===== src/rtl/addr_xlate_pkg.sv =====
package addr_xlate_pkg;
  localparam int PKT_W  = 104;
  localparam int ADDR_W = 32;
  localparam int DST_LO = 8;
  localparam int DST_HI = DST_LO + ADDR_W - 1;
  localparam int MASK_W = 12;
  localparam int COL_W  = 8;
  localparam int COL_SH = ADDR_W - MASK_W;

  typedef enum logic [1:0] {
    XM_PASS   = 2'b00,
    XM_STATIC = 2'b01,
    XM_DYN    = 2'b10,
    XM_RSVD   = 2'b11
  } xmode_e;

  typedef struct packed {
    xmode_e              mode;
    logic [MASK_W-1:0]   sel;
    logic [MASK_W-1:0]   pat;
    logic [ADDR_W-1:0]   off;
    logic [COL_W-1:0]    col;
  } xcfg_t;
endpackage


===== src/rtl/addr_xlate_cfg.sv =====
module addr_xlate_cfg
  import addr_xlate_pkg::*;
(
  input  logic              clk,
  input  logic              rst_n,
  input  logic              we,
  input  logic [1:0]        idx,
  input  logic [ADDR_W-1:0] wdata,
  output xcfg_t             cfg
);
  always_ff @(posedge clk or negedge rst_n) begin
    if (!rst_n) begin
      cfg <= '0;
    end else if (we) begin
      case (idx)
        2'd0: cfg.mode <= xmode_e'(wdata[3:2]);
        2'd1: begin
          cfg.sel <= wdata[MASK_W-1:0];
          cfg.pat <= wdata[16 +: MASK_W];
        end
        2'd2: cfg.off <= wdata;
        default: cfg.col <= wdata[COL_W-1:0];
      endcase
    end
  end

  p_offset_write_r11: assert property (@(posedge clk) disable iff (!rst_n)
    (we && idx == 2'd2) |=> (cfg.off == $past(wdata)));
  p_mode_write_r11: assert property (@(posedge clk) disable iff (!rst_n)
    (we && idx == 2'd0) |=> (cfg.mode == $past(wdata[3:2])));
endmodule


===== src/rtl/addr_xlate_core.sv =====
module addr_xlate_core
  import addr_xlate_pkg::*;
#(
  parameter bit TX_SIDE = 1'b0
) (
  input  xcfg_t             cfg,
  input  logic [ADDR_W-1:0] addr_in,
  output logic [ADDR_W-1:0] addr_out
);
  logic [ADDR_W-1:0] rx_addr;
  logic [ADDR_W-1:0] tx_addr;
  logic [ADDR_W-1:0] col_term;

  assign col_term = ADDR_W'(cfg.col) << COL_SH;

  always_comb begin
    case (cfg.mode)
      XM_STATIC: rx_addr = {(cfg.sel & cfg.pat) | (~cfg.sel & addr_in[ADDR_W-1:COL_SH]),
                            addr_in[COL_SH-1:0]};
      XM_DYN:    rx_addr = addr_in - col_term + cfg.off;
      default:   rx_addr = addr_in;
    endcase
  end

  always_comb begin
    if (cfg.mode == XM_STATIC)
      tx_addr = {addr_in[29:16], (addr_in[17] | addr_in[16]) ? 2'b11 : 2'b00, addr_in[15:0]};
    else
      tx_addr = addr_in;
  end

  generate
    if (TX_SIDE) begin : g_tx
      assign addr_out = tx_addr;
    end else begin : g_rx
      assign addr_out = rx_addr;
    end
  endgenerate
endmodule


===== src/rtl/addr_xlate_stage.sv =====
module addr_xlate_stage
  import addr_xlate_pkg::*;
(
  input  logic             clk,
  input  logic             rst_n,
  input  logic             in_valid,
  output logic             in_ready,
  input  logic [PKT_W-1:0] in_pkt,
  output logic             out_valid,
  input  logic             out_ready,
  output logic [PKT_W-1:0] out_pkt
);
  assign in_ready = !out_valid || out_ready;

  always_ff @(posedge clk or negedge rst_n) begin
    if (!rst_n) begin
      out_valid <= 1'b0;
      out_pkt   <= '0;
    end else if (in_ready) begin
      out_valid <= in_valid;
      if (in_valid) out_pkt <= in_pkt;
    end
  end

  p_hold_r8: assert property (@(posedge clk) disable iff (!rst_n)
    (out_valid && !out_ready) |=> (out_valid && $stable(out_pkt)));
  p_accept_r7: assert property (@(posedge clk) disable iff (!rst_n)
    (in_valid && in_ready) |=> out_valid);
endmodule


===== src/rtl/addr_xlate.sv =====
module addr_xlate
  import addr_xlate_pkg::*;
#(
  parameter bit TX_SIDE = 1'b0
) (
  input  logic              clk,
  input  logic              rst_n,
  input  logic              cfg_we,
  input  logic [1:0]        cfg_idx,
  input  logic [ADDR_W-1:0] cfg_wdata,
  input  logic              in_valid,
  output logic              in_ready,
  input  logic [PKT_W-1:0]  in_pkt,
  output logic              out_valid,
  input  logic              out_ready,
  output logic [PKT_W-1:0]  out_pkt
);
  xcfg_t             cfg;
  logic [ADDR_W-1:0] new_addr;
  logic [PKT_W-1:0]  xl_pkt;

  addr_xlate_cfg u_cfg (
    .clk(clk), .rst_n(rst_n), .we(cfg_we), .idx(cfg_idx), .wdata(cfg_wdata), .cfg(cfg)
  );

  addr_xlate_core #(.TX_SIDE(TX_SIDE)) u_core (
    .cfg(cfg), .addr_in(in_pkt[DST_HI:DST_LO]), .addr_out(new_addr)
  );

  assign xl_pkt = {in_pkt[PKT_W-1:DST_HI+1], new_addr, in_pkt[DST_LO-1:0]};

  addr_xlate_stage u_stage (
    .clk(clk), .rst_n(rst_n),
    .in_valid(in_valid), .in_ready(in_ready), .in_pkt(xl_pkt),
    .out_valid(out_valid), .out_ready(out_ready), .out_pkt(out_pkt)
  );

  p_other_bits_r6: assert property (@(posedge clk) disable iff (!rst_n)
    (in_valid && in_ready) |=>
      (out_pkt[PKT_W-1:DST_HI+1] == $past(in_pkt[PKT_W-1:DST_HI+1]) &&
       out_pkt[DST_LO-1:0] == $past(in_pkt[DST_LO-1:0])));
  p_pass_r2: assert property (@(posedge clk) disable iff (!rst_n)
    (in_valid && in_ready && cfg.mode == XM_PASS && !cfg_we) |=>
      (out_pkt[DST_HI:DST_LO] == $past(in_pkt[DST_HI:DST_LO])));
  p_static_low_r3: assert property (@(posedge clk) disable iff (!rst_n)
    (!TX_SIDE && in_valid && in_ready && cfg.mode == XM_STATIC) |=>
      (out_pkt[DST_LO+COL_SH-1:DST_LO] == $past(in_pkt[DST_LO+COL_SH-1:DST_LO])));
endmodule


===== config.mk =====
export PLATFORM = sky130hd
export DESIGN_NAME = addr_xlate
export DESIGN_NICKNAME = d
export VERILOG_FILES = /design/src/rtl/addr_xlate_pkg.sv /design/src/rtl/addr_xlate_cfg.sv /design/src/rtl/addr_xlate_core.sv /design/src/rtl/addr_xlate_stage.sv /design/src/rtl/addr_xlate.sv
export SDC_FILE = /design/constraint.sdc
export NUM_CORES = 1
export LEC_CHECK = 0
export ABC_AREA = 1
export ABC_CLOCK_PERIOD_IN_PS = 2700
export CORE_MARGIN = 1.5
export CORE_UTILIZATION = 29
export DETAILED_ROUTE_END_ITERATION = 7
export PLACE_DENSITY = 0.61
export RECOVER_POWER = 50
export SETUP_SLACK_MARGIN = 0.3
export SYNTH_ARGS = -nofsm -noshare
export SYNTH_HDL_FRONTEND = slang
export SYNTH_HIERARCHICAL = 1
export SYNTH_SLANG_ARGS = --single-unit

===== constraint.sdc =====
create_clock -name clk -period 2.7 [get_ports clk]
set_input_delay 0.54 -clock clk [delete_from_list [all_inputs] [get_ports clk]]
set_output_delay 0.54 -clock clk [all_outputs]
set_load 0.005 [all_outputs]

# Yosys cells after proc, flatten, opt, wreduce, memory -nomap -nowiden
# Index checks and enable logic that the tools add are counted.
[word_totals]
ff_bits = 171
input_bits = 143
out_inout_bits = 106
wordCells = 28
[op_classes]
add_sub_neg = 2
n_eq_ne = 4
mux = 1
n_bitwise = 5
reduce_logical = 9
[ops]
columns = ["operator", "count"]
rows = [
  ["32-bit one-hot mux with 2 select lines", 1],
  ["32-bit adder", 1],
  ["32-bit by 28-bit subtractor with 32-bit output", 1],
  ["12-bit AND", 2],
  ["12-bit NOT", 1],
  ["12-bit OR", 1],
  ["2-bit AND reduction", 5],
  ["2-bit by 1-bit equality test with 1-bit output, second input constant", 2],
  ["2-bit equality test, second input constant", 2],
  ["3-bit OR reduction", 1],
  ["2-bit zero test", 1],
  ["1-bit zero test", 1],
  ["1-bit logical OR", 1],
  ["1-bit NOT", 1],
]

# Depth between registers and ports, before layout
# Gate-level depths: netlist (run 1).
[logic_depth]
depth_word = 4
ltp_mapped = 17
depth_no_buf = 17

# By module
# The synthesis (run 1) kept the hierarchy.
[modules_own_cells]
columns = ["mod", "n_inst", "cells_each", "area_each_um2", "seq_area_each_um2"]
rows = [
  ["addr_xlate_stage", 1, 455, 4161.5, 2627.5],
  ["addr_xlate_core", 1, 771, 4026.4, 0.0],
  ["addr_xlate_cfg", 1, 298, 2839.0, 1651.6],
]

# Worst setup path after synthesis (run 1)
# Ideal clock, no wire load.
[synth_timing]
path_type = "in2reg"
start = "input port in_pkt[29]"
end = "register u_stage.out_pkt[38]"
setup_ps = 66
arrival_ps = 2388
t_required_ps = 2634
path_slack_ps = 246
stages = 15
n_path_buf = 0
path_cell_list = "inv_1 fa_1 inv_1 ha_1 nand2_2 inv_1 a21oi_1 nand2_1 a21oi_1 nand2_1 nand2_1 nand3_1 a21oi_2 nand3_1 nand2_1"
[synth_via]
elab_chain_cells = 3
[synth_lines]
columns = ["item", "line_no", "text"]
rows = [
  ["start, declared", "addr_xlate.sv:13", "input logic [PKT_W-1:0] in_pkt,"],
  ["32-bit by 28-bit subtractor with 32-bit output", "addr_xlate_core.sv:20", "XM_DYN: rx_addr = addr_in - col_term + cfg.off;"],
  ["32-bit adder", "addr_xlate_core.sv:20", ""],
  ["32-bit one-hot mux with 2 select lines", "addr_xlate_core.sv:17", "case (cfg.mode)"],
  ["net new_addr[30]", "addr_xlate.sv:19", "logic [ADDR_W-1:0] new_addr;"],
  ["end signal, assigned", "addr_xlate_stage.sv:21", "if (in_valid) out_pkt <= in_pkt;"],
  ["end, declared", "addr_xlate_stage.sv:11", "output logic [PKT_W-1:0] out_pkt"],
]
# The timed path passes the listed nets, and every way through them passes these cells.
# A chain may end at the register's enable or synchronous reset.

# Worst setup path in the final report (run 1)
[layout_timing]
start = "register, netlist name u_cfg/cfg[0]"
end = "register u_stage.out_pkt[32]"
[layout_via]
elab_chain_cells = 3
[layout_lines]
columns = ["item", "line_no"]
rows = [
  ["32-bit by 28-bit subtractor with 32-bit output", "addr_xlate_core.sv:20"],
  ["32-bit adder", "addr_xlate_core.sv:20"],
  ["32-bit one-hot mux with 2 select lines", "addr_xlate_core.sv:17"],
  ["net new_addr[24]", "addr_xlate.sv:19"],
]
# The timed path passes the listed nets, and every way through them passes these cells.

==> results of run 1 <==
[flip-flops by register name, indices dropped and copies added, names as in the netlist]
register	cells
u_stage/out_valid	1
u_stage/out_pkt	104
u_cfg/cfg	66
[per-layer routing]
metal / routed length (um) / GRT usage (%) / up-vias / part of all wire, %
met3: 2210 / 3.39 / 57 / 5.7
met2: 18200 / 32.4 / 366 / 47
met5: 9 / 0 / - / 0.023
met4: 1130 / 7.21 / 2 / 2.9
li1: - / - / 5462 / -
met1: 17600 / 25.8 / 5284 / 45
[per-stage QoR]
stage               instances  hold slack, ps  TNS [ps]  utilization (%)  power (mW)
detailed placement       2326             458    -10830             38.9        8.40
CTS                      2368            56.3         0             42.6        11.7
global route             2389             471         0             44.0        13.0
global placement         2326             453    -10310             38.9        8.34
floorplan                1524             244         0                -        6.01
finish                   2389             426         0             44.0        12.2
[synthesized netlist by cell type (2+ instances only)]
library cell	number	area, um2
nor2_1	47	176
inv_4	2	12.5
buf_4	12	90.1
nand3_2	15	150
buf_2	31	155
nor2_2	9	56.3
nand2_2	29	181
ha_1	55	688
inv_2	17	63.8
dfrtp_1	171	4280
a21oi_2	17	149
nand3_4	2	35.0
o21ai_0	35	175
nor2_4	2	22.5
buf_1	2	7.51
clkbuf_1	5	18.8
fa_1	8	160
a21oi_1	33	165
o21ai_1	2	10.0
inv_1	226	848
nand3_1	130	651
nand2_1	563	2110
nand4_1	66	413
buf_6	16	180
and2_1	2	12.5
a21boi_0	3	22.5
nor3_2	4	40.0
o22ai_1	10	62.6
[area by class of cell]
| class | instances | share of cell area, % |
|---|---|---|
| multi-input cells | 1040 | 39.5 |
| inverters | 245 | 5.64 |
| diodes | 1 | 0.0151 |
| clock buffers | 22 | 2.99 |
| clock inverters | 9 | 0.477 |
| flip-flops and latches | 171 | 25.9 |
| well taps | 511 | 3.87 |
| repair buffers | 390 | 21.7 |
[report_power, final]
group | internal (mW) | switching, mW
registers | 3.01 | 0.290
clock network | 1.32 | 1.12
logic | 2.98 | 3.49
total | 7.30 | 4.90
[worst max path at each step]
| stage | start | end | slack [ps] | cells after the start |
|---|---|---|---|---|
| 6_report | u_cfg/cfg[0] | u_stage/out_pkt[32] | 160 | 14 |
| 3_3_place_gp | in_pkt[30] | u_stage/out_pkt[32] | -770 | 15 |
| 2_1_floorplan | in_pkt[31] | u_stage/out_pkt[36] | 290 | 17 |
| 5_1_grt | u_cfg/cfg[0] | u_stage/out_pkt[39] | 70 | 17 |
| 4_1_cts | u_cfg/cfg[29] | u_stage/out_pkt[32] | 230 | 15 |
| 3_5_place_dp | in_pkt[30] | u_stage/out_pkt[32] | -750 | 15 |
[cell families (layout without fill, tap and decap cells)]
group | Yosys count | in the layout | share of synthesized area (%)
adder cells (fa/ha/maj) | 63 | 63 | 7.69
multiplexers | 1 | 1 | 0.102
flip-flops | 171 | 171 | 38.8
XOR/XNOR | 2 | 2 | 0.159
AO/OA/AOI/OAI | 103 | 103 | 5.54
AND/OR/NAND/NOR | 871 | 871 | 35.0
other | 0 | 1 | 0
buffers and inverters | 313 | 666 | 12.7
[worst register-to-register path: cells and delay by family, from the launching register on]
family                     cells  cell delay (ps)
and+or+nand+nor                9              900
adders and majority gates      2              860
AOI/OAI and AO/OA              1              130
buffers and inverters          2              180
DFF                            1              410
[repair_timing]
| action | 4_1_cts | 5_1_grt |
|---|---|---|
| setup buffers | 11 | 20 |
| setup endpoints to repair | 24 | 24 |
| resized for setup | 187 | 133 |
| pin swaps | 56 | 81 |
==> reports/results.tsv, run 1 <==
metric	value	unit
hold_viol	0	
vias	11171	
core_area	37600	um2
cp_common_cell	nand2_2	
critPathLaunchType	register	
grt_pass1_wl	59500	um
p_leak	8.40	nW
dp_slack	-745	ps
die_area	39200	um2
drv_cap	0	
fp.dieH	198	um
ant_nets	0	
irDropWorstVdd	0.520	mV
htree_levels	4	
cp_cell_sequence	fa_1 > inv_2 > ha_4 > nand2_4 > buf_6 > nor2_4 > nand2_2 > nor2_2 > nand2_2 > nand4_1 > nand3_2 > a21oi_2 > nand3_1 > nand2_1	
path_max_fanout	4	
cts_buffer_depth	2	
rr_worst_depth	14	
hpwl	28800	um
multi_input_area	6530	um2
max_freq	393	MHz
via_per_inst	4.68	
synth-seq-area-share	38.8	%
hp-class	in -> async	
nFillCells	3801	
drt_wl_total	39100	um
required	3080	ps
clock-sinks	171	
r2r-end	u_stage/out_pkt[32]	
endpoint_kind	register	
initial_utilization	29.3	%
firstDrtPassIters	5	
clock_skew	19.3	ps
syn_inst	1524	
rsz0062_at_grt	true	
cts-root-buf	clkbuf_16	
critPathKind	reg -> reg	
cts_tree	built	
grt_antenna_before_repair	2	
layout_commonest_cell	nand2_1	
async_reset_ff_share	100	%
num_rows	71	
crit_arrival	2920	ps
grt_pass1_vias	10929	
portBuffers	248	
finalNetCount	2071	
grt_max_degree	89	
status	finished clean	
synth_ff_type	dfrtp_1	
area_growth_syn_to_layout	50.0	%
cts_hold_buf	0	
gp_congestion	0.935	
worst_slew_pin_slew	1430	ps
clk_pin_slew_worst_paths	70	ps
regArea	4280	um2
syn-num-nets	1730	
drt_iter0_drc	577	
yosys_warnings	6	
synth.cell_area	11000	um2
cp_num_buf_inv	2	
fin_crit	2540	ps
synth_edf_count	0	
cts_buffers	17	
period_share	94.2	%
finalInstanceArea	16500	um2
syn_avg_cell_area	7.24	um2
wire_per_inst	16.4	um
setup_viol	0	
max_stage_delay	550	ps
track_usage	19.7	%
clock_latency	450	ps
grt-ovfl-total	0	
reg2reg_slack	160	ps
cp_slowest_cell	fa_1	
layout_common_cells	nand2_1 (479), clkdlybuf4s50_1 (217), inv_1 (173)	
critPathTopFamily	simple AND/OR/NAND/NOR gates	
ios	249	
ys_seq_elements	171	
die_w	198	um
drcViolationCount	0	
relSlewSlack	4.92	%
r2r_start	u_cfg/cfg[0]	
synth.distinct_cells	38	
setup_slack	155	ps
drv_slew	0	
powerDensity	738	nW/um2
drive_gt1_share	26.3	%
placed_cell_area	14600	um2
Power figures use the tool's default switching activity.
==> inputs of run 2 (changes only) <==
--- a/config.mk
+++ b/config.mk
@@ -9,6 +9,7 @@
 export ABC_CLOCK_PERIOD_IN_PS = 2700
 export CORE_MARGIN = 1.5
 export CORE_UTILIZATION = 29
+export CTS_BUF_LIST = sky130_fd_sc_hd__clkbuf_16
 export DETAILED_ROUTE_END_ITERATION = 7
 export PLACE_DENSITY = 0.61
 export RECOVER_POWER = 50
==> reports/results.tsv, run 2 (synthesis gave the netlist of run 1 again) <==
metric	value	unit	change
status	finished clean		unchanged
cts_buffers	17		unchanged
regMostFlops	u_stage/out_pkt		unchanged
initial_utilization	29.3	%	unchanged
critPathTopFamily	adder cells		was simple AND/OR/NAND/NOR gates
endpoint_kind	register		unchanged
hp-class	in -> async		unchanged
die_w	198	um	unchanged
drv_cap	0		unchanged
cts-root-buf	clkbuf_16		unchanged
regArea	4280	um2	unchanged
clock_skew	18.4	ps	was 19.3 ps
cp_slowest_cell	fa_1		unchanged
p_leak	8.30	nW	was 8.40 nW
grt-ovfl-total	0		unchanged
drt_iter0_drc	586		was 577
grt_antenna_before_repair	1		was 2
core_area	37600	um2	unchanged
drt_wl_total	38700	um	was 39,100 um
clock_latency	450	ps	about the same
cp_cell_sequence	inv_2 > fa_1 > inv_2 > ha_4 > buf_4 > nand2_4 > buf_6 > nor2_4 > nand2_2 > nor2_2 > nand2_2 > nand4_1 > nand3_2 > a21oi_2 > nand3_1 > nand2_1		was fa_1 > inv_2 > ha_4 > nand2_4 > buf_6 > nor2_4 > nand2_2 > nor2_2 > nand2_2 > nand4_1 > nand3_2 > a21oi_2 > nand3_1 > nand2_1
setup_viol	0		unchanged
relSlewSlack	4.17	%	was 4.92%
total_power	11.8	mW	was 12.2 mW
wire_per_inst	16.3	um	was 16.4 um
period_share	94.8	%	was 94.2%
hpwl	28800	um	unchanged
finalNetCount	2064		was 2,071
multi_input_area	6410	um2	was 6530 um2
num_rows	71		unchanged
path_max_fanout	4		unchanged
die_area	39200	um2	unchanged
via_per_inst	4.66		was 4.68
ant_nets	0		unchanged
largest_register_ffs	104		unchanged
cp_num_buf_inv	4		was 2
reg_top3	u_stage/out_pkt x104, u_cfg/cfg x66, u_stage/out_valid x1		unchanged
dpl.cell_count	2326		unchanged
critPathLaunchType	register		unchanged
fp.dieH	198	um	unchanged
grt_max_degree	89		unchanged
fin_util	43.4	%	was 44.0%
drv_slew	0		unchanged
layout_commonest_cell	nand2_1		unchanged
area_growth_syn_to_layout	48.0	%	was 50.0%
worst_slew_pin_slew	1440	ps	was 1430 ps
max_freq	391	MHz	was 393 MHz
drcViolationCount	0		unchanged
powerDensity	724	nW/um2	was 738 nW/um2
cts_tree	built		unchanged
required	3080	ps	about the same
grt_pass1_wl	59400	um	was 59,500 um
n_antenna_cell	0		was 1
hold_viol	0		unchanged
vias	11093		was 11.2k
irDropWorstVdd	0.448	mV	was 0.520 mV
instances_no_fill	2381		was 2,389
gp_congestion	0.935		unchanged
nFillCells	3843		was 3,801
track_usage	19.7	%	about the same
crit_arrival	2940	ps	was 2920 ps
critPathKind	reg -> reg		unchanged
layout_common_cells	nand2_1 (495), clkdlybuf4s50_1 (217), inv_1 (176)		was nand2_1 (479), clkdlybuf4s50_1 (217), inv_1 (173)
portBuffers	248		unchanged
clk_pin_slew_worst_paths	80	ps	was 70 ps
drive_gt1_share	24.7	%	was 26.3%
htree_levels	4		unchanged
ios	249		unchanged
clock-sinks	171		unchanged
grt_pass1_vias	10897		about the same
firstDrtPassIters	5		unchanged
cts_buffer_depth	2		unchanged
max_stage_delay	540	ps	was 550 ps
fin_crit	2560	ps	was 2540 ps
rsz0062_at_grt	true		unchanged
==> run 2: timing repair <==
| action | 4_1_cts | 5_1_grt |
|---|---|---|
| hold buffers | 0 | 0 |
| cloned | 0 | 0 |
| setup endpoints to repair | 24 | 24 |
| setup buffers | 13 | 11 |
| resized for setup | 190 | 91 |
| pin swaps | 66 | 75 |
==> run 2: worst register-to-register path: stages, from the launching register on <==
cell,delay [ps]
dfrtp_1,380
inv_2,50
fa_1,540
inv_2,50
ha_4,290
buf_4,120
nand2_4,60
buf_6,120
nor2_4,140
nand2_2,80
nor2_2,90
nand2_2,90
nand4_1,100
nand3_2,90
a21oi_2,130
nand3_1,90
nand2_1,70
==> run 2: stage by stage <==
step / setup WS (ps) / hold slack, ps / instance area, um2 / TNS [ps]
floorplan: 293 / 244 / 11100 / 0
global placement: -766 / 453 / 14600 / -10310
detailed placement: -745 / 458 / 14600 / -10830
CTS: 228 / 57.3 / 16000 / 0
global route: 46.3 / 470 / 16300 / 0
finish: 139 / 428 / 16300 / 0
==> run 2: routing by layer <==
| layer | global-route usage [%] | share of wire [%] | up-vias |
|---|---|---|---|
| li1 | - | - | 5453 |
| met3 | 3.46 | 5.7 | 59 |
| met4 | 6.93 | 2.9 | 2 |
| met1 | 25.8 | 45 | 5225 |
| met2 | 32.5 | 46 | 354 |
| met5 | 0 | 0.023 | - |
==> run 2: power breakdown <==
group	switching (mW)	internal, mW	leakage, nW
clock	1.11	1.17	0.250
combinational	3.36	2.87	5.93
sequential	0.288	3.01	2.12
==> run 2: final timing paths <==
| check | startpoint | endpoint | slack (ps) | cells after the start |
|---|---|---|---|---|
| worst max-delay path | u_cfg/cfg[28] | u_stage/out_pkt[32] | 140 | 16 |
| worst min-delay path | rst_n | u_stage/out_pkt[7] | 430 | 1 |
| worst max register to register | u_cfg/cfg[28] | u_stage/out_pkt[32] | 140 | 16 |
| worst min register to register | u_stage/out_pkt[7] | u_stage/out_pkt[7] | 470 | 2 |
| max in group asynchronous | rst_n | u_stage/out_pkt[67] | 890 | 2 |
| min in group clk | u_stage/out_pkt[7] | u_stage/out_pkt[7] | 470 | 2 |
==> run 2: layout make-up <==
class	count	share of cell area (%)
Sequential cell	171	26.2
Clock inverter	14	0.598
Tap cell	511	3.92
Timing Repair Buffer	383	21.7
Multi-Input combinational cell	1040	39.3
Inverter	245	5.68
Clock buffer	17	2.61
==> inputs of run 3 (changes only) <==
--- a/config.mk
+++ b/config.mk
@@ -7,13 +7,14 @@
 export LEC_CHECK = 0
 export ABC_AREA = 1
 export ABC_CLOCK_PERIOD_IN_PS = 2700
-export CORE_MARGIN = 1.5
+export CORE_MARGIN = 4
 export CORE_UTILIZATION = 29
 export CTS_BUF_LIST = sky130_fd_sc_hd__clkbuf_16
 export DETAILED_ROUTE_END_ITERATION = 7
 export PLACE_DENSITY = 0.61
 export RECOVER_POWER = 50
 export SETUP_SLACK_MARGIN = 0.3
+export SKIP_LAST_GASP = 1
 export SYNTH_ARGS = -nofsm -noshare
 export SYNTH_HDL_FRONTEND = slang
 export SYNTH_HIERARCHICAL = 1
==> reports/results.tsv, run 3 (synthesis gave the netlist of run 1 again) <==
metric	value	unit	change
grt-ovfl-total	0		unchanged
vias	11000		was 11.1k
grt_max_degree	70		was 89
fin_crit	2520	ps	was 2560 ps
gp_congestion	0.916		was 0.935
area_growth_syn_to_layout	48.6	%	was 48.0%
worst_slew_pin_slew	1020	ps	was 1440 ps
fp.dieH	203	um	was 198 um
grt_pass1_vias	10992		was 10.9k
status	finished clean		unchanged
n_antenna_cell	0		unchanged
crit_arrival	2910	ps	was 2940 ps
firstDrtPassIters	5		unchanged
hold_path_depth	2		
max_freq	397	MHz	was 391 MHz
die_area	41200	um2	was 39,200 um2
hp-class	reg -> reg		was in -> async
instances_no_fill	2378		was 2,381
initial_utilization	29.3	%	unchanged
critPathKind	in -> reg		was reg -> reg
via_per_inst	4.63		was 4.66
cp_slowest_cell	clkdlybuf4s50_1		was fa_1
drive_gt1_share	24.9	%	was 24.7%
setup_viol	0		unchanged
rsz0062_at_grt	true		unchanged
relSlewSlack	31.5	%	was 4.17%
cts_buffer_depth	2		unchanged
layout_common_cells	nand2_1 (499), clkdlybuf4s50_1 (219), inv_1 (171), dfrtp_1 (171)		was nand2_1 (495), clkdlybuf4s50_1 (217), inv_1 (176)
wire_per_inst	16.3	um	about the same
tns	0	ps	unchanged
total_power	12.0	mW	was 11.8 mW
drt_iter0_drc	578		was 586
clock-sinks	171		unchanged
ios	249		unchanged
grt_pass1_wl	60100	um	was 59,400 um
htree_levels	4		unchanged
p_leak	8.32	nW	was 8.30 nW
max_stage_delay	540	ps	about the same
irDropWorstVdd	0.509	mV	was 0.448 mV
clk_pin_slew_worst_paths	70	ps	was 80 ps
clock_skew	9.74	ps	was 18.4 ps
die_w	203	um	was 198 um
drcViolationCount	0		unchanged
dpl.cell_count	2325		was 2,326
ant_nets	0		unchanged
regMostFlops	u_stage/out_pkt		unchanged
core_area	37600	um2	unchanged
hpwl	29100	um	was 28,800 um
hold-worst-slack	470	ps	was 428 ps
largest_register_ffs	104		unchanged
drv_cap	0		unchanged
cts_tree	built		unchanged
layout_commonest_cell	nand2_1		unchanged
fin_util	43.6	%	was 43.4%
powerDensity	733	nW/um2	was 724 nW/um2
rr_worst_depth	14		was 16
path_max_fanout	3		was 4
cp_cell_sequence	clkdlybuf4s50_1 > inv_1 > ha_1 > inv_2 > ha_4 > a21o_1 > nor2_1 > nand2_1 > a21oi_2 > nand2_1 > nand2_1 > nand3_2 > a21oi_2 > nand3_1 > nand2_1		was inv_2 > fa_1 > inv_2 > ha_4 > buf_4 > nand2_4 > buf_6 > nor2_4 > nand2_2 > nor2_2 > nand2_2 > nand4_1 > nand3_2 > a21oi_2 > nand3_1 > nand2_1
hold_viol	0		unchanged
cts_buffers	17		unchanged
track_usage	18.3	%	was 19.7%
portBuffers	248		unchanged
reg_top3	u_stage/out_pkt x104, u_cfg/cfg x66, u_stage/out_valid x1		unchanged
endpoint_kind	register		unchanged
cts-root-buf	clkbuf_16		unchanged
num_rows	71		unchanged
drt_wl_total	38800	um	was 38,700 um
required	3080	ps	about the same
finalNetCount	2060		was 2,064
drv_slew	0		unchanged
clock_latency	440	ps	was 450 ps
grt_antenna_before_repair	0		was 1
cp_common_cell	nand2_1		
period_share	93.4	%	was 94.8%
critPathLaunchType	primary input		was register
-- run 3: changes by cell type in the layout (fill, tap and decap cells not counted), moves of 3 or more --
cell,previous run,this run
a21oi_2,22,25
ha_1,15,11
clkinv_1,5,2
dlygate4sd2_1,18,15
ha_4,38,44
nand2_1,495,499
inv_1,176,171
nand2_2,77,70
nand2_4,20,23
nor2_4,13,10
inv_2,66,72
-- run 3: critical path, delay by kind of cell --
family	cells	cell delay, ps
AOI/OAI and AO/OA	3	480
and+or+nand+nor	7	640
adders and majority gates	2	550
buffers and inverters	3	680
-- run 3: metal layers --
layer	GRT usage (%)	part of all wire [%]	vias up
met3	4.50	6.6	36
met4	4.53	1.9	0
met1	24.5	45	5191
met5	0	0	-
li1	-	-	5427
met2	29.9	47	346
-- run 3: worst paths after layout --
| kind | start | end | slack (ps) |
|---|---|---|---|
| setup / recovery | in_pkt[38] | u_stage/out_pkt[39] | 180 |
| hold / removal | u_stage/out_pkt[48] | u_stage/out_pkt[48] | 470 |
| setup reg to reg | u_cfg/cfg[0] | u_stage/out_pkt[39] | 220 |
| hold reg to reg | u_stage/out_pkt[48] | u_stage/out_pkt[48] | 470 |
| max in group asynchronous | rst_n | u_stage/out_pkt[51] | 930 |
| min in group asynchronous | rst_n | u_stage/out_pkt[1] | 800 |
-- run 3: final cells by class --
cell class	instances	area, um2
Sequential cell	171	4280
Clock buffer	17	425
Timing Repair Buffer	379	3510
Tap cell	511	639
Inverter	245	930
Multi-Input combinational cell	1040	6450
Clock inverter	15	149
Fill cell	3762	21200
-- run 3: what timing repair did --
item	CTS	global route
setup buffers	10	10
resized for setup	175	114
hold endpoints to repair	26	0
hold buffers	1	0
setup endpoints to repair	24	24
pin swaps	67	64
-- run 3: per-stage QoR --
stage / area, um2 / worst slack [ps]
2_1_floorplan: 11100 / 293
3_3_place_gp: 14600 / -634
3_5_place_dp: 14600 / -648
4_1_cts: 16000 / 175
5_1_grt: 16400 / 40.9
6_report: 16400 / 178
-- run 3: where the power goes --
part           internal, mW  switching, mW
Combinational          2.89           3.32
Sequential             3.01          0.287
Clock                  1.36           1.13
